`src/rtl/pacer_pkg.sv`:
```
package pacer_pkg;
  localparam int CH_W     = 2;
  localparam int N_CH     = 3;
  localparam int BYTE_W   = 8;
  localparam int DIV_W    = 16;
  localparam int PEND_W   = DIV_W + 1;
  localparam int STEP_W   = 3;
  localparam logic [CH_W-1:0] CTRL_ADDR = 2'd3;

  // Sequence steps for an enable; a disable stops after STEP_CTRL2.
  typedef enum logic [STEP_W-1:0] {
    STEP_CTRL1 = 3'd0,
    STEP_CTRL2 = 3'd1,
    STEP_S2_LO = 3'd2,
    STEP_S2_HI = 3'd3,
    STEP_S1_LO = 3'd4,
    STEP_S1_HI = 3'd5
  } step_t;

  // Control byte: channel select, low-then-high access, mode, binary.
  function automatic logic [BYTE_W-1:0] ctrl_byte(input logic [CH_W-1:0] ch,
                                                  input logic periodic);
    return {ch, 2'b11, (periodic ? 3'b010 : 3'b000), 1'b0};
  endfunction
endpackage

```
`src/rtl/pacer_div_bank.sv`:
```
module pacer_div_bank
  import pacer_pkg::*;
#(
  parameter int LANES = 2
) (
  input  logic                    clk,
  input  logic                    rst_n,
  input  logic                    commit,
  input  logic [LANES*PEND_W-1:0] pend,
  output logic [LANES*DIV_W-1:0]  cur
);
  localparam logic [PEND_W-1:0] MIN_DIV = PEND_W'(2);
  localparam logic [PEND_W-1:0] MAX_DIV = PEND_W'(1) << DIV_W;

  for (genvar g = 0; g < LANES; g++) begin : g_lane
    logic [PEND_W-1:0] p, clamped;
    logic [DIV_W-1:0]  q;
    assign p = pend[g*PEND_W +: PEND_W];
    always_comb begin
      clamped = p;
      if (p < MIN_DIV) clamped = MIN_DIV;
      else if (p > MAX_DIV) clamped = MAX_DIV;
    end
    always_ff @(posedge clk) begin
      if (!rst_n) q <= '0;
      else if (commit) q <= clamped[DIV_W-1:0];
    end
    assign cur[g*DIV_W +: DIV_W] = q;

    assert_commit_not_one_R5: assert property (@(posedge clk) disable iff (!rst_n)
      commit |=> (q != DIV_W'(1)));
  end
endmodule

```
`src/rtl/pacer_seq_fsm.sv`:
```
module pacer_seq_fsm
  import pacer_pkg::*;
(
  input  logic            clk,
  input  logic            rst_n,
  input  logic            req,
  input  logic            req_on,
  input  logic [CH_W-1:0] req_a,
  input  logic [CH_W-1:0] req_b,
  input  logic            ready,
  output logic            active,
  output step_t           step,
  output logic            lat_on,
  output logic [CH_W-1:0] lat_a,
  output logic [CH_W-1:0] lat_b,
  output logic            start,
  output logic            fin,
  output logic            done,
  output logic            reject
);
  localparam logic [CH_W-1:0] TOP_CH = CH_W'(N_CH - 1);

  logic  req_ok, last_step;
  step_t step_nx;

  assign req_ok    = (req_a <= TOP_CH) && (req_b <= TOP_CH) && (req_a != req_b);
  assign start     = !active && req && req_ok;
  assign last_step = lat_on ? (step == STEP_S1_HI) : (step == STEP_CTRL2);
  assign fin       = active && ready && last_step;
  assign step_nx   = step_t'(step + 1'b1);

  always_ff @(posedge clk) begin
    if (!rst_n) begin
      active <= 1'b0;
      step   <= STEP_CTRL1;
      lat_on <= 1'b0;
      lat_a  <= '0;
      lat_b  <= '0;
      done   <= 1'b0;
      reject <= 1'b0;
    end else begin
      done   <= 1'b0;
      reject <= 1'b0;
      if (!active) begin
        if (req && req_ok) begin
          active <= 1'b1;
          step   <= STEP_CTRL1;
          lat_on <= req_on;
          lat_a  <= req_a;
          lat_b  <= req_b;
        end else if (req) begin
          reject <= 1'b1;
        end
      end else if (ready) begin
        if (last_step) begin
          active <= 1'b0;
          done   <= 1'b1;
        end else begin
          step <= step_nx;
        end
      end
    end
  end

  assert_bad_req_rejected_R1: assert property (@(posedge clk) disable iff (!rst_n)
    (!active && req && !req_ok) |=> (reject && !active));
  assert_done_after_last_R7: assert property (@(posedge clk) disable iff (!rst_n)
    fin |=> (done && !active));
  assert_busy_req_ignored_R8: assert property (@(posedge clk) disable iff (!rst_n)
    active |=> ($stable(lat_on) && $stable(lat_a) && $stable(lat_b) && !reject));
endmodule

```
`src/rtl/pacer_busy_map.sv`:
```
module pacer_busy_map
  import pacer_pkg::*;
(
  input  logic            clk,
  input  logic            rst_n,
  input  logic            set_en,
  input  logic [CH_W-1:0] set_a,
  input  logic [CH_W-1:0] set_b,
  input  logic            clr_en,
  input  logic [CH_W-1:0] clr_a,
  input  logic [CH_W-1:0] clr_b,
  input  logic            gp_req,
  input  logic [CH_W-1:0] gp_ch,
  output logic [N_CH-1:0] busy,
  output logic            gp_refused
);
  localparam int PAD = (1 << CH_W);

  for (genvar c = 0; c < N_CH; c++) begin : g_ch
    logic hit_set, hit_clr;
    assign hit_set = set_en && ((set_a == CH_W'(c)) || (set_b == CH_W'(c)));
    assign hit_clr = clr_en && ((clr_a == CH_W'(c)) || (clr_b == CH_W'(c)));
    always_ff @(posedge clk) begin
      if (!rst_n)       busy[c] <= 1'b0;
      else if (hit_set) busy[c] <= 1'b1;
      else if (hit_clr) busy[c] <= 1'b0;
    end
  end

  logic [PAD-1:0] busy_pad;
  assign busy_pad   = {{(PAD-N_CH){1'b1}}, busy};
  assign gp_refused = gp_req && busy_pad[gp_ch];

  assert_enable_reserves_R9: assert property (@(posedge clk) disable iff (!rst_n)
    (set_en && set_a < CH_W'(N_CH) && set_b < CH_W'(N_CH))
      |=> ($countones(busy) >= 2));
endmodule

```
`src/rtl/pacer_cascade_seq.sv`:
```
module pacer_cascade_seq
  import pacer_pkg::*;
(
  input  logic              clk,
  input  logic              rst_n,
  input  logic              pace_req,
  input  logic              pace_on,
  input  logic [CH_W-1:0]   stage1_ch,
  input  logic [CH_W-1:0]   stage2_ch,
  input  logic [PEND_W-1:0] stage1_pend,
  input  logic [PEND_W-1:0] stage2_pend,
  input  logic              div_commit,
  output logic              bus_wvalid,
  input  logic              bus_wready,
  output logic [CH_W-1:0]   bus_waddr,
  output logic [BYTE_W-1:0] bus_wdata,
  output logic              seq_done,
  output logic              req_rejected,
  output logic [N_CH-1:0]   ch_busy,
  input  logic              gp_req,
  input  logic [CH_W-1:0]   gp_ch,
  output logic              gp_refused
);
  logic [2*DIV_W-1:0] cur;
  logic [DIV_W-1:0]   snap1, snap2;
  logic               active, lat_on, start, fin;
  logic [CH_W-1:0]    lat_a, lat_b;
  step_t              step;

  pacer_div_bank #(.LANES(2)) u_div (
    .clk(clk), .rst_n(rst_n), .commit(div_commit),
    .pend({stage2_pend, stage1_pend}), .cur(cur)
  );

  pacer_seq_fsm u_fsm (
    .clk(clk), .rst_n(rst_n), .req(pace_req), .req_on(pace_on),
    .req_a(stage1_ch), .req_b(stage2_ch), .ready(bus_wready),
    .active(active), .step(step), .lat_on(lat_on), .lat_a(lat_a), .lat_b(lat_b),
    .start(start), .fin(fin), .done(seq_done), .reject(req_rejected)
  );

  pacer_busy_map u_busy (
    .clk(clk), .rst_n(rst_n),
    .set_en(start && pace_on), .set_a(stage1_ch), .set_b(stage2_ch),
    .clr_en(fin && !lat_on), .clr_a(lat_a), .clr_b(lat_b),
    .gp_req(gp_req), .gp_ch(gp_ch), .busy(ch_busy), .gp_refused(gp_refused)
  );

  // Divisors frozen at request acceptance so a mid-sequence commit cannot split a pair.
  always_ff @(posedge clk) begin
    if (!rst_n) begin
      snap1 <= '0;
      snap2 <= '0;
    end else if (start) begin
      snap1 <= cur[0 +: DIV_W];
      snap2 <= cur[DIV_W +: DIV_W];
    end
  end

  assign bus_wvalid = active;

  always_comb begin
    bus_waddr = CTRL_ADDR;
    bus_wdata = '0;
    unique case (step)
      STEP_CTRL1: begin bus_waddr = CTRL_ADDR; bus_wdata = ctrl_byte(lat_a, lat_on); end
      STEP_CTRL2: begin bus_waddr = CTRL_ADDR; bus_wdata = ctrl_byte(lat_b, lat_on); end
      STEP_S2_LO: begin bus_waddr = lat_b; bus_wdata = snap2[BYTE_W-1:0]; end
      STEP_S2_HI: begin bus_waddr = lat_b; bus_wdata = snap2[DIV_W-1:BYTE_W]; end
      STEP_S1_LO: begin bus_waddr = lat_a; bus_wdata = snap1[BYTE_W-1:0]; end
      STEP_S1_HI: begin bus_waddr = lat_a; bus_wdata = snap1[DIV_W-1:BYTE_W]; end
      default:    begin bus_waddr = CTRL_ADDR; bus_wdata = '0; end
    endcase
  end

  assert_stall_hold_R6: assert property (@(posedge clk) disable iff (!rst_n)
    (bus_wvalid && !bus_wready) |=>
      (bus_wvalid && $stable(bus_waddr) && $stable(bus_wdata)));
  assert_disable_ctrl_only_R3: assert property (@(posedge clk) disable iff (!rst_n)
    (bus_wvalid && !lat_on) |-> (bus_waddr == CTRL_ADDR));
  assert_rate_mode_R2: assert property (@(posedge clk) disable iff (!rst_n)
    (bus_wvalid && lat_on && bus_waddr == CTRL_ADDR) |-> (bus_wdata[3:0] == 4'b0100));
endmodule

```
`config.mk`:
```
export PLATFORM = sky130hd
export DESIGN_NAME = pacer_cascade_seq
export DESIGN_NICKNAME = d
export VERILOG_FILES = /design/src/rtl/pacer_pkg.sv /design/src/rtl/pacer_div_bank.sv /design/src/rtl/pacer_seq_fsm.sv /design/src/rtl/pacer_busy_map.sv /design/src/rtl/pacer_cascade_seq.sv
export SDC_FILE = /design/constraint.sdc
export NUM_CORES = 1
export LEC_CHECK = 0
export BUFFER_PORTS_ARGS = -buffer_cell sky130_fd_sc_hd__buf_4
export CAP_MARGIN = 20
export CORE_ASPECT_RATIO = 0.8
export CORE_UTILIZATION = 40
export DETAILED_ROUTE_END_ITERATION = 6
export HOLD_SLACK_MARGIN = 0.06
export SYNTH_ARGS = -nofsm -noshare
export SYNTH_HDL_FRONTEND = slang
export SYNTH_SLANG_ARGS = --single-unit
```
`constraint.sdc`:
```
create_clock -name clk -period 1.8 [get_ports clk]
set_input_delay 0.09 -clock clk [delete_from_list [all_inputs] [get_ports clk]]
set_output_delay 0.09 -clock clk [all_outputs]
set_load 0.005 [all_outputs]
```
Yosys cells after proc, flatten, opt, wreduce, memory -nomap -nowiden --
Index checks and enable logic that the tools add are counted.
Storage, ports and cells: output and inout port bits 17, logic and storage cells 105, bits in registers 78, input bits 47
Cells by class: muxes and demuxes 26, reductions and logical operators 39, bitwise operators 2, $add $sub $neg 1, equality and inequality tests 16, $lt $le $gt $ge 7
Operator list (count):
- two-way mux 16 bit | 4
- one-hot mux 8 bit (6 select lines) | 1
- > comparator 17 bit, second input constant | 2
- less-than comparator 17 x 2 -> 1 bit, second input constant | 2
- logical AND 1 bit | 16
- two-way mux 1 bit | 14
- two-way mux 3 bit | 4
- == test 2 x 1 -> 1 bit, second input constant | 4
- == test 2 bit, second input constant | 4
- logical NOT 2 bit | 4
- nonzero test 2 bit | 4
- == test 3 x 2 -> 1 bit, second input constant | 2
- == test 3 bit, second input constant | 2
- logical OR 1 bit | 6
- AND reduction 3 bit | 2
- <= comparator 2 bit, second input constant | 2
- inequality test 2 bit, second input constant | 2
- one-hot mux 2 bit (2 select lines) | 1
- OR reduction 2 bit | 2
- adder 3 x 1 -> 3 bit, second input constant | 1
- == test 3 x 1 -> 1 bit, second input constant | 1
- logical NOT 3 bit | 1
- less-than comparator 2 x 3 -> 1 bit, second input constant | 1
- OR reduction 3 bit | 1
- 6 further kinds | 8

Longest topological paths before layout --
Gate-level depths: netlist of the first run.
depth after elaboration 7, mapped depth 7, depth with buffers taken out 6

Cells and area by module --
From an unflattened synthesis of the first run, not the netlist that was laid out.
Second synthesis, totals: cells, all modules 373, area, all modules 3612.2 µm²
Modules (own cells, without submodules):
- pacer_cascade_seq | sequential area each 640.6 µm², times used 1, area an instance 1549.0 µm², cells each 148
- pacer_div_bank | sequential area each 640.6 µm², times used 1, area an instance 1360.1 µm², cells each 146
- pacer_seq_fsm | sequential area each 220.2 µm², times used 1, area an instance 506.7 µm², cells each 55
- pacer_busy_map | sequential area each 60.1 µm², times used 1, area an instance 196.4 µm², cells each 24

Worst setup path before layout of the first run --
OpenSTA, ideal clock, no wires.
path type register -> output, start point register u_fsm.step[2], end point output port bus_wdata[6], data required time 1.710 ns, cell stages (with the launch flop) 7, data arrival time 1.536 ns, buffers on the path 2, path slack 0.174 ns, path through dfxtp_1 > clkbuf_1 > inv_1 > ha_1 > buf_4 > a222oi_1 > a21oi_1
On the way: longest elaborated chain between the ends 2, elaborated cells on any way between the ends 7, classes of those cells eq/ne: 5; mux: 1; reduce/logical: 1
RTL lines:
- from (decl) | line pacer_seq_fsm.sv:12 | output step_t step,
- from (signal assigned) | line pacer_seq_fsm.sv:59 | step <= step_nx;
- == test 3 bit (tied with other cells) | line pacer_cascade_seq.sv:65 | unique case (step)
- one-hot mux 8 bit (6 select lines) * | line pacer_cascade_seq.sv:65
- to (decl) | line pacer_cascade_seq.sv:16 | output logic [BYTE_W-1:0] bus_wdata,
Mark *: on every way between the ends. The rest lies on a longest branch, timed or not.

Worst setup path after layout of the first run --
start point register u_fsm.step[0], end point output port bus_wdata[2]
Same word-level chain as after synthesis.

==> flow_summary.toml, run 1 <==
[status]
status = "complete, but fails checks"
violated_checks = "setup timing"

[grt]
antenna_found_initial = 0
grt.total_usage = 0.211
grt_pass1_vias = 3311
grt_remaining_overflow = 0
grt_first_pass_wirelength_um = 16300
grt_start_max_net_pins = 68

[logic_synthesis]
synthSimpleGateAreaFrac = 0.237
synth_cells = 433
post_synthesis_mean_instance_area_um2 = 8.71
synth-warning-count = 0
synth_area_leader_cell = "sky130_fd_sc_hd__dfxtp_1"
sequential_element_share_of_the_synthesized_area = 0.414
yosysUniqueCellTypes = 45
main_combinational_cell_family_by_area_after_synthesis = "simple AND/OR/NAND/NOR gates"
synth_edf_count = 0
post_synth_main_area_contributors = "sky130_fd_sc_hd__dfxtp_1 (41%), sky130_fd_sc_hd__a21oi_1 (10%), sky130_fd_sc_hd__nand3b_1 (6.4%), sky130_fd_sc_hd__nand2b_1 (5.1%), sky130_fd_sc_hd__nand3_1 (5.0%)"
synth-xor-area-share = 0.0169
yosys-mux-area-fraction = 0.0139
postSynthRegisterBits = 78
synthesized_area_mm2 = 0.00377
compound_cell_area_share_of_the_yosys_netlist = 0.225
ys.flop_type = "sky130_fd_sc_hd__dfxtp_1"
synth_top_area_share = 0.414
synthAdderAreaFrac = 0.0299
share_of_async_settable_or_async_resettable_flops_after_synthesis = 0
synth.net_count = 489

[cells_and_area]
mostFrequentLayoutCells = "sky130_fd_sc_hd__buf_4 (75), sky130_fd_sc_hd__dfxtp_1 (75), sky130_fd_sc_hd__a21oi_1 (73), sky130_fd_sc_hd__nand3_1 (38), sky130_fd_sc_hd__o21ai_0 (35)"
nNetsFinal = 573
multiInputGateArea_mm2 = 0.00207
synthToLayoutAreaGrowth_pct = 35.6
finish.cell_count_without_fillers = 637
fillCellCount = 816
antenna_cells = 0
final_layout_size_suffix_gt1_frac = 0.247
ff_latch_area_mm2 = 0.00157

[timing]
finalWorstPathRequiredPeriod_ps = 1880
fin_setup_tns_ps = -183
clock_skew_ps = 4.79
slew_violations = 0
final-hold-violation-count = 0
clock.fmax_mhz = 532
final.period_utilization = 1.04
grt_setup_unrepaired = "true"
slew_headroom = 0.664
setup_violations = 4
worst_slew_pin_slew_ps = 504
fin_ws_ps = -78.2

[pwr]
power_leakage_uw = 0.00184
pwr_density_cell_mw_per_mm2 = 846
power.ir.vdd_worst_mv = 0.574

[cts]
cts.htree.levels = 3
cts-root-to-sink-buffers = 2
clk_transition_reported_paths_ps = 60
clock-sinks = 78
worst_skew_pair.late_latency_ps = 340
root_buffer = "sky130_fd_sc_hd__clkbuf_16"
cts_made_buffers = 9
cts_tree = "yes"

[hold_path]
hp-class = "in -> reg"

[route]
postRouteAntennaNets = 0
routed-via-count = 3528
drt_first_iter_violations = 168
postRouteWirelength_um = 10200
post_drt_wl_per_cell_um = 16.1
detail_route.drc_violations = 0
drt_first_pass_iters = 5
vias_per_cell = 5.54

[die]
core_mm2 = 0.00911
floorplan.initialDensity = 0.414
num_rows = 31
design.portCount = 64
die_area_mm2 = 0.00983
die_width_um = 111
die_height_um = 88.9

[worst_setup_path]
critical_path.startpoint_type = "register"
critical_path.endpoint_type = "output pin"
timing.critical_path.required_ps = 1710
worstPathMaxFanout = 5
worst_ep_arrival_time_ps = 1790
crit_type = "reg -> out"

[run]
maxCapViolations = 0

[placed_design]
globalplace.congestion = 0.938
dpl.cell_count = 580
dp_hpwl_um = 6660
port_buffers = 63
==> cell families (layout without fill, tap and decap cells) <==
kind of cell | count (synthesis) | in the layout
XOR/XNOR | 3 | 3
flip-flops | 78 | 78
multiplexers | 5 | 5
AO/OA/AOI/OAI | 149 | 149
buffers and inverters | 46 | 135
AND/OR/NAND/NOR | 143 | 143
adder cells (fa/ha/maj) | 9 | 9
==> cell type report <==
| cell class | instances | area share |
|---|---|---|
| well taps | 115 | 0.0281 |
| flip-flops and latches | 78 | 0.307 |
| inverters | 8 | 0.00587 |
| clock inverters | 3 | 0.0127 |
| repair buffers | 111 | 0.190 |
| clock buffers | 13 | 0.0528 |
| multi-input cells | 309 | 0.404 |
==> state kept, by name, indices dropped and copies added (netlist names) <==
register,count
snap2,16
u_fsm.lat_on,1
u_fsm.active,1
u_busy.busy,3
u_fsm.lat_b,2
u_fsm.step,3
u_fsm.lat_a,2
u_fsm.reject,1
u_fsm.done,1
u_div.g_lane.q,32
snap1,16
==> metal layers <==
| layer | part of all wire | wire, um | global-route usage |
|---|---|---|---|
| met1 | 0.47 | 4790 | 0.273 |
| met2 | 0.47 | 4790 | 0.354 |
| met3 | 0.052 | 532 | 0.0500 |
| met4 | 0.011 | 116 | 0.0606 |
| met5 | 0 | 0 | 0 |
==> per-stage QoR <==
step | setup slack (ps) | util | hold WS (ps) | area [um2] | power [uW]
after global routing | -131 | 0.561 | 77.5 | 5120 | 4510
after global placement | 149 | 0.468 | 379 | 4270 | 2290
after CTS | -46.3 | 0.548 | 60.9 | 4990 | 4360
after detailed placement | 60.4 | 0.468 | 386 | 4270 | 2290
after floorplan | 174 | - | 238 | 3770 | 2120
final | -78.2 | 0.561 | 69.0 | 5120 | 4330
==> worst max-delay path, cell delays in order, from the launching register on <==
cell                       delay, ps
sky130_fd_sc_hd__dfxtp_4         380
sky130_fd_sc_hd__inv_2            80
sky130_fd_sc_hd__ha_4            180
sky130_fd_sc_hd__o22ai_1         150
sky130_fd_sc_hd__a22oi_1         140
sky130_fd_sc_hd__a221oi_1        250
sky130_fd_sc_hd__nor2_1          110
sky130_fd_sc_hd__buf_4           150
==> worst paths after layout <==
kind                   startpoint             end  slack [ps]  cells after the start
min reg2reg  u_div.g_lane[0].q[9]        snap1[9]         460                      2
min                  stage1_ch[0]  u_fsm.lat_a[0]          70                      3
max reg2reg         u_fsm.step[0]   u_fsm.step[2]         170                      7
max                 u_fsm.step[0]    bus_wdata[2]         -80                      7
==> synthesized netlist by cell type (6+ instances only) <==
library cell	count
sky130_fd_sc_hd__dfxtp_1	78
sky130_fd_sc_hd__a21oi_1	75
sky130_fd_sc_hd__nand3_1	38
sky130_fd_sc_hd__o21ai_0	35
sky130_fd_sc_hd__nand3b_1	32
sky130_fd_sc_hd__nand2b_1	31
sky130_fd_sc_hd__clkbuf_1	24
sky130_fd_sc_hd__a22oi_1	14
sky130_fd_sc_hd__nand2_1	11
sky130_fd_sc_hd__ha_1	9
sky130_fd_sc_hd__inv_1	8
sky130_fd_sc_hd__o21ai_1	8
sky130_fd_sc_hd__nor4_1	6
==> report_power, final <==
group | total (uW) | internal (uW) | switching [uW]
registers | 1810 | 1770 | 35.2
clock network | 2010 | 1330 | 689
logic | 509 | 241 | 268
total | 4330 | 3340 | 992
==> repair_timing <==
item                                    4_1_cts  5_1_grt
endpoints found under the setup margin        8        7
pin swaps                                     5        7
buffers inserted                              4        8
resized for setup                            23        9
hold endpoints to repair                     32        0
hold buffers                                 29        0
(Power assumes the default switching activity.)
==> run 2: changes to the inputs <==
--- a/config.mk
+++ b/config.mk
@@ -11,2 +11,3 @@
 export CORE_UTILIZATION = 40
+export CTS_CLUSTER_SIZE = 24
 export DETAILED_ROUTE_END_ITERATION = 6
==> constraint.sdc (replaced) <==
create_clock -name clk -period 1.8 [get_ports clk]
set_input_delay 0.36 -clock clk [delete_from_list [all_inputs] [get_ports clk]]
set_output_delay 0.36 -clock clk [all_outputs]
set_load 0.005 [all_outputs]
==> run 2 against run 1 <==
Against the previous run:
- the flow still finishes with violations (setup timing)
- combinational power fell by 7.5%
- critical path depth decreased by 1
- sequential cell count unchanged
- clock power fell by 5%
- critical path type unchanged
- critical endpoint is now bus_wdata[0]
==> flow_summary.toml, run 2 (same netlist as run 1, synthesis figures left out) <==
[timing]
final.hold.worst_slack_ps = 312
worst_slew_pin_slew_ps = 874
grt_setup_unrepaired = "true"
setup_violations = 8
final-hold-violation-count = 0
finalWorstPathRequiredPeriod_ps = 2110
slew_violations = 0
fin_setup_tns_ps = -1910
clock_skew_ps = 4.60
slew_headroom = 0.417
clock.fmax_mhz = 474
fin_ws_ps = -311
final.period_utilization = 1.17

[cells_and_area]
final_layout_size_suffix_gt1_frac = 0.277
layout.cells.most_common = "sky130_fd_sc_hd__buf_4"
number_of_flip_flops_in_the_largest_register = 32
largest-register = "u_div.g_lane.q"
synthToLayoutAreaGrowth_pct = 28.9
mostFrequentLayoutCells = "sky130_fd_sc_hd__buf_4 (77), sky130_fd_sc_hd__dfxtp_1 (75), sky130_fd_sc_hd__a21oi_1 (72), sky130_fd_sc_hd__nand3_1 (38), sky130_fd_sc_hd__o21ai_0 (35)"
reg_top3 = "u_div.g_lane.q x32, snap1 x16, snap2 x16"
antenna_cells = 0
nNetsFinal = 546

[placed_design]
globalplace.congestion = 0.883
port_buffers = 63
dp_hpwl_um = 7460

[die]
die_height_um = 88.9
die_area_mm2 = 0.00983
design.portCount = 64
core_mm2 = 0.00911
die_width_um = 111
num_rows = 31
floorplan.initialDensity = 0.414

[worst_setup_path]
register_to_register_setup_slack_ps = 300
critical_path.reg2reg.startpoint = "u_fsm.step[1]"
timing.critical_path.required_ps = 1440
reg2reg_to = "u_fsm.step[2]"
worst_ep_arrival_time_ps = 1750
worstRegToRegCells = 6
crit_type = "reg -> out"
worstPathMaxFanout = 6
critical_path.startpoint_type = "register"
critical_path.endpoint_type = "output pin"

[cts]
ctsHoldBuffers = 0
cts-root-to-sink-buffers = 2
worst_skew_pair.late_latency_ps = 330
cts.htree.levels = 3
cts_tree = "yes"
clock-sinks = 78
root_buffer = "sky130_fd_sc_hd__clkbuf_16"
clk_transition_reported_paths_ps = 60
cts_made_buffers = 9

[route]
postRouteAntennaNets = 0
detail_route.drc_violations = 0
vias_per_cell = 5.50
drt_first_pass_iters = 4
postRouteWirelength_um = 10400
post_drt_wl_per_cell_um = 17.0
drt_first_iter_violations = 219
routed-via-count = 3354

[hold_path]
hp-class = "in -> reg"
worstHoldStart = "stage1_pend[1]"
worstHoldPathCells = 3
min_delay_worst_endpoint = "u_div.g_lane[0].q[1]"

[pwr]
power_leakage_uw = 0.00172
power.ir.vdd_worst_mv = 0.602
pwr_density_cell_mw_per_mm2 = 862

[grt]
grt_remaining_overflow = 0
grt_pass1_vias = 3176
grt_first_pass_wirelength_um = 16500
grt.total_usage = 0.216
antenna_found_initial = 0
grt_start_max_net_pins = 65

[status]
violated_checks = "setup timing"
status = "complete, but fails checks"

[run]
maxCapViolations = 0
## run 2: changes by cell type in the layout (fill, tap and decap cells not counted), sizes merged
| cell | delta |
|---|---|
| clkbuf | -1 |
| clkinv | +1 |
| buf | +2 |
| dlygate4sd3 | -29 |
## run 2: worst max-delay path by stage
| stage | from | end | slack [ps] | cells after the start |
|---|---|---|---|---|
| floorplan | u_fsm.step[1] | bus_wdata[6] | 10 | 7 |
| global placement | u_fsm.step[0] | bus_wdata[6] | -60 | 6 |
| detailed placement | u_fsm.step[0] | bus_wdata[0] | -80 | 6 |
| CTS | u_fsm.step[0] | bus_wdata[6] | -290 | 5 |
| global route | u_fsm.step[0] | bus_wdata[0] | -370 | 6 |
| finish | u_fsm.step[0] | bus_wdata[0] | -310 | 6 |
## run 2: what timing repair did
action | CTS | global route
pin swaps | 12 | 7
gates resized for setup | 35 | 8
endpoints found under the setup margin | 10 | 10
setup buffers | 1 | 2
gates cloned | 0 | 0
## run 2: worst max-delay path, stage by stage (launching register included)
cell and delay [ps]:
sky130_fd_sc_hd__dfxtp_4 380, sky130_fd_sc_hd__inv_4 80, sky130_fd_sc_hd__ha_2 200, sky130_fd_sc_hd__nor2b_4 250, sky130_fd_sc_hd__a22oi_1 100, sky130_fd_sc_hd__a21oi_1 260, sky130_fd_sc_hd__buf_4 160
## run 2: report_power, final
group          switching [uW]  internal, uW  total [uW]
Sequential               37.1          1770        1810
Clock                     666          1250        1910
Combinational             264           207         471
## run 2: layout make-up
type                       count  area [um2]
clock buffer                  12         246
clock inverter                 4        70.1
fill                         851        4250
inverter                       8        35.0
multi-input combinational    309        2110
sequential                    78        1570
tap                          115         144
timing repair buffer          84         687
## run 2: layer usage
metal | vias to the layer above | wire [um] | global-route usage
li1 | 1683 | - | -
met1 | 1604 | 4930 | 0.291
met2 | 56 | 4880 | 0.355
met3 | 11 | 444 | 0.0466
met4 | 0 | 94 | 0.0582
met5 | - | 0 | 0
## run 2: per-stage QoR
stage                     area, um2  worst slack (ps)  cells  total power, uW  utilization
after floorplan                3780              11.1    433             2120            -
after global placement         4360             -58.9    592             2310        0.478
after detailed placement       4360             -79.9    592             2310        0.478
after CTS                      4810              -292    608             4240        0.528
after global routing           4860              -373    610             4350        0.533
final                          4860              -311    610             4190        0.533
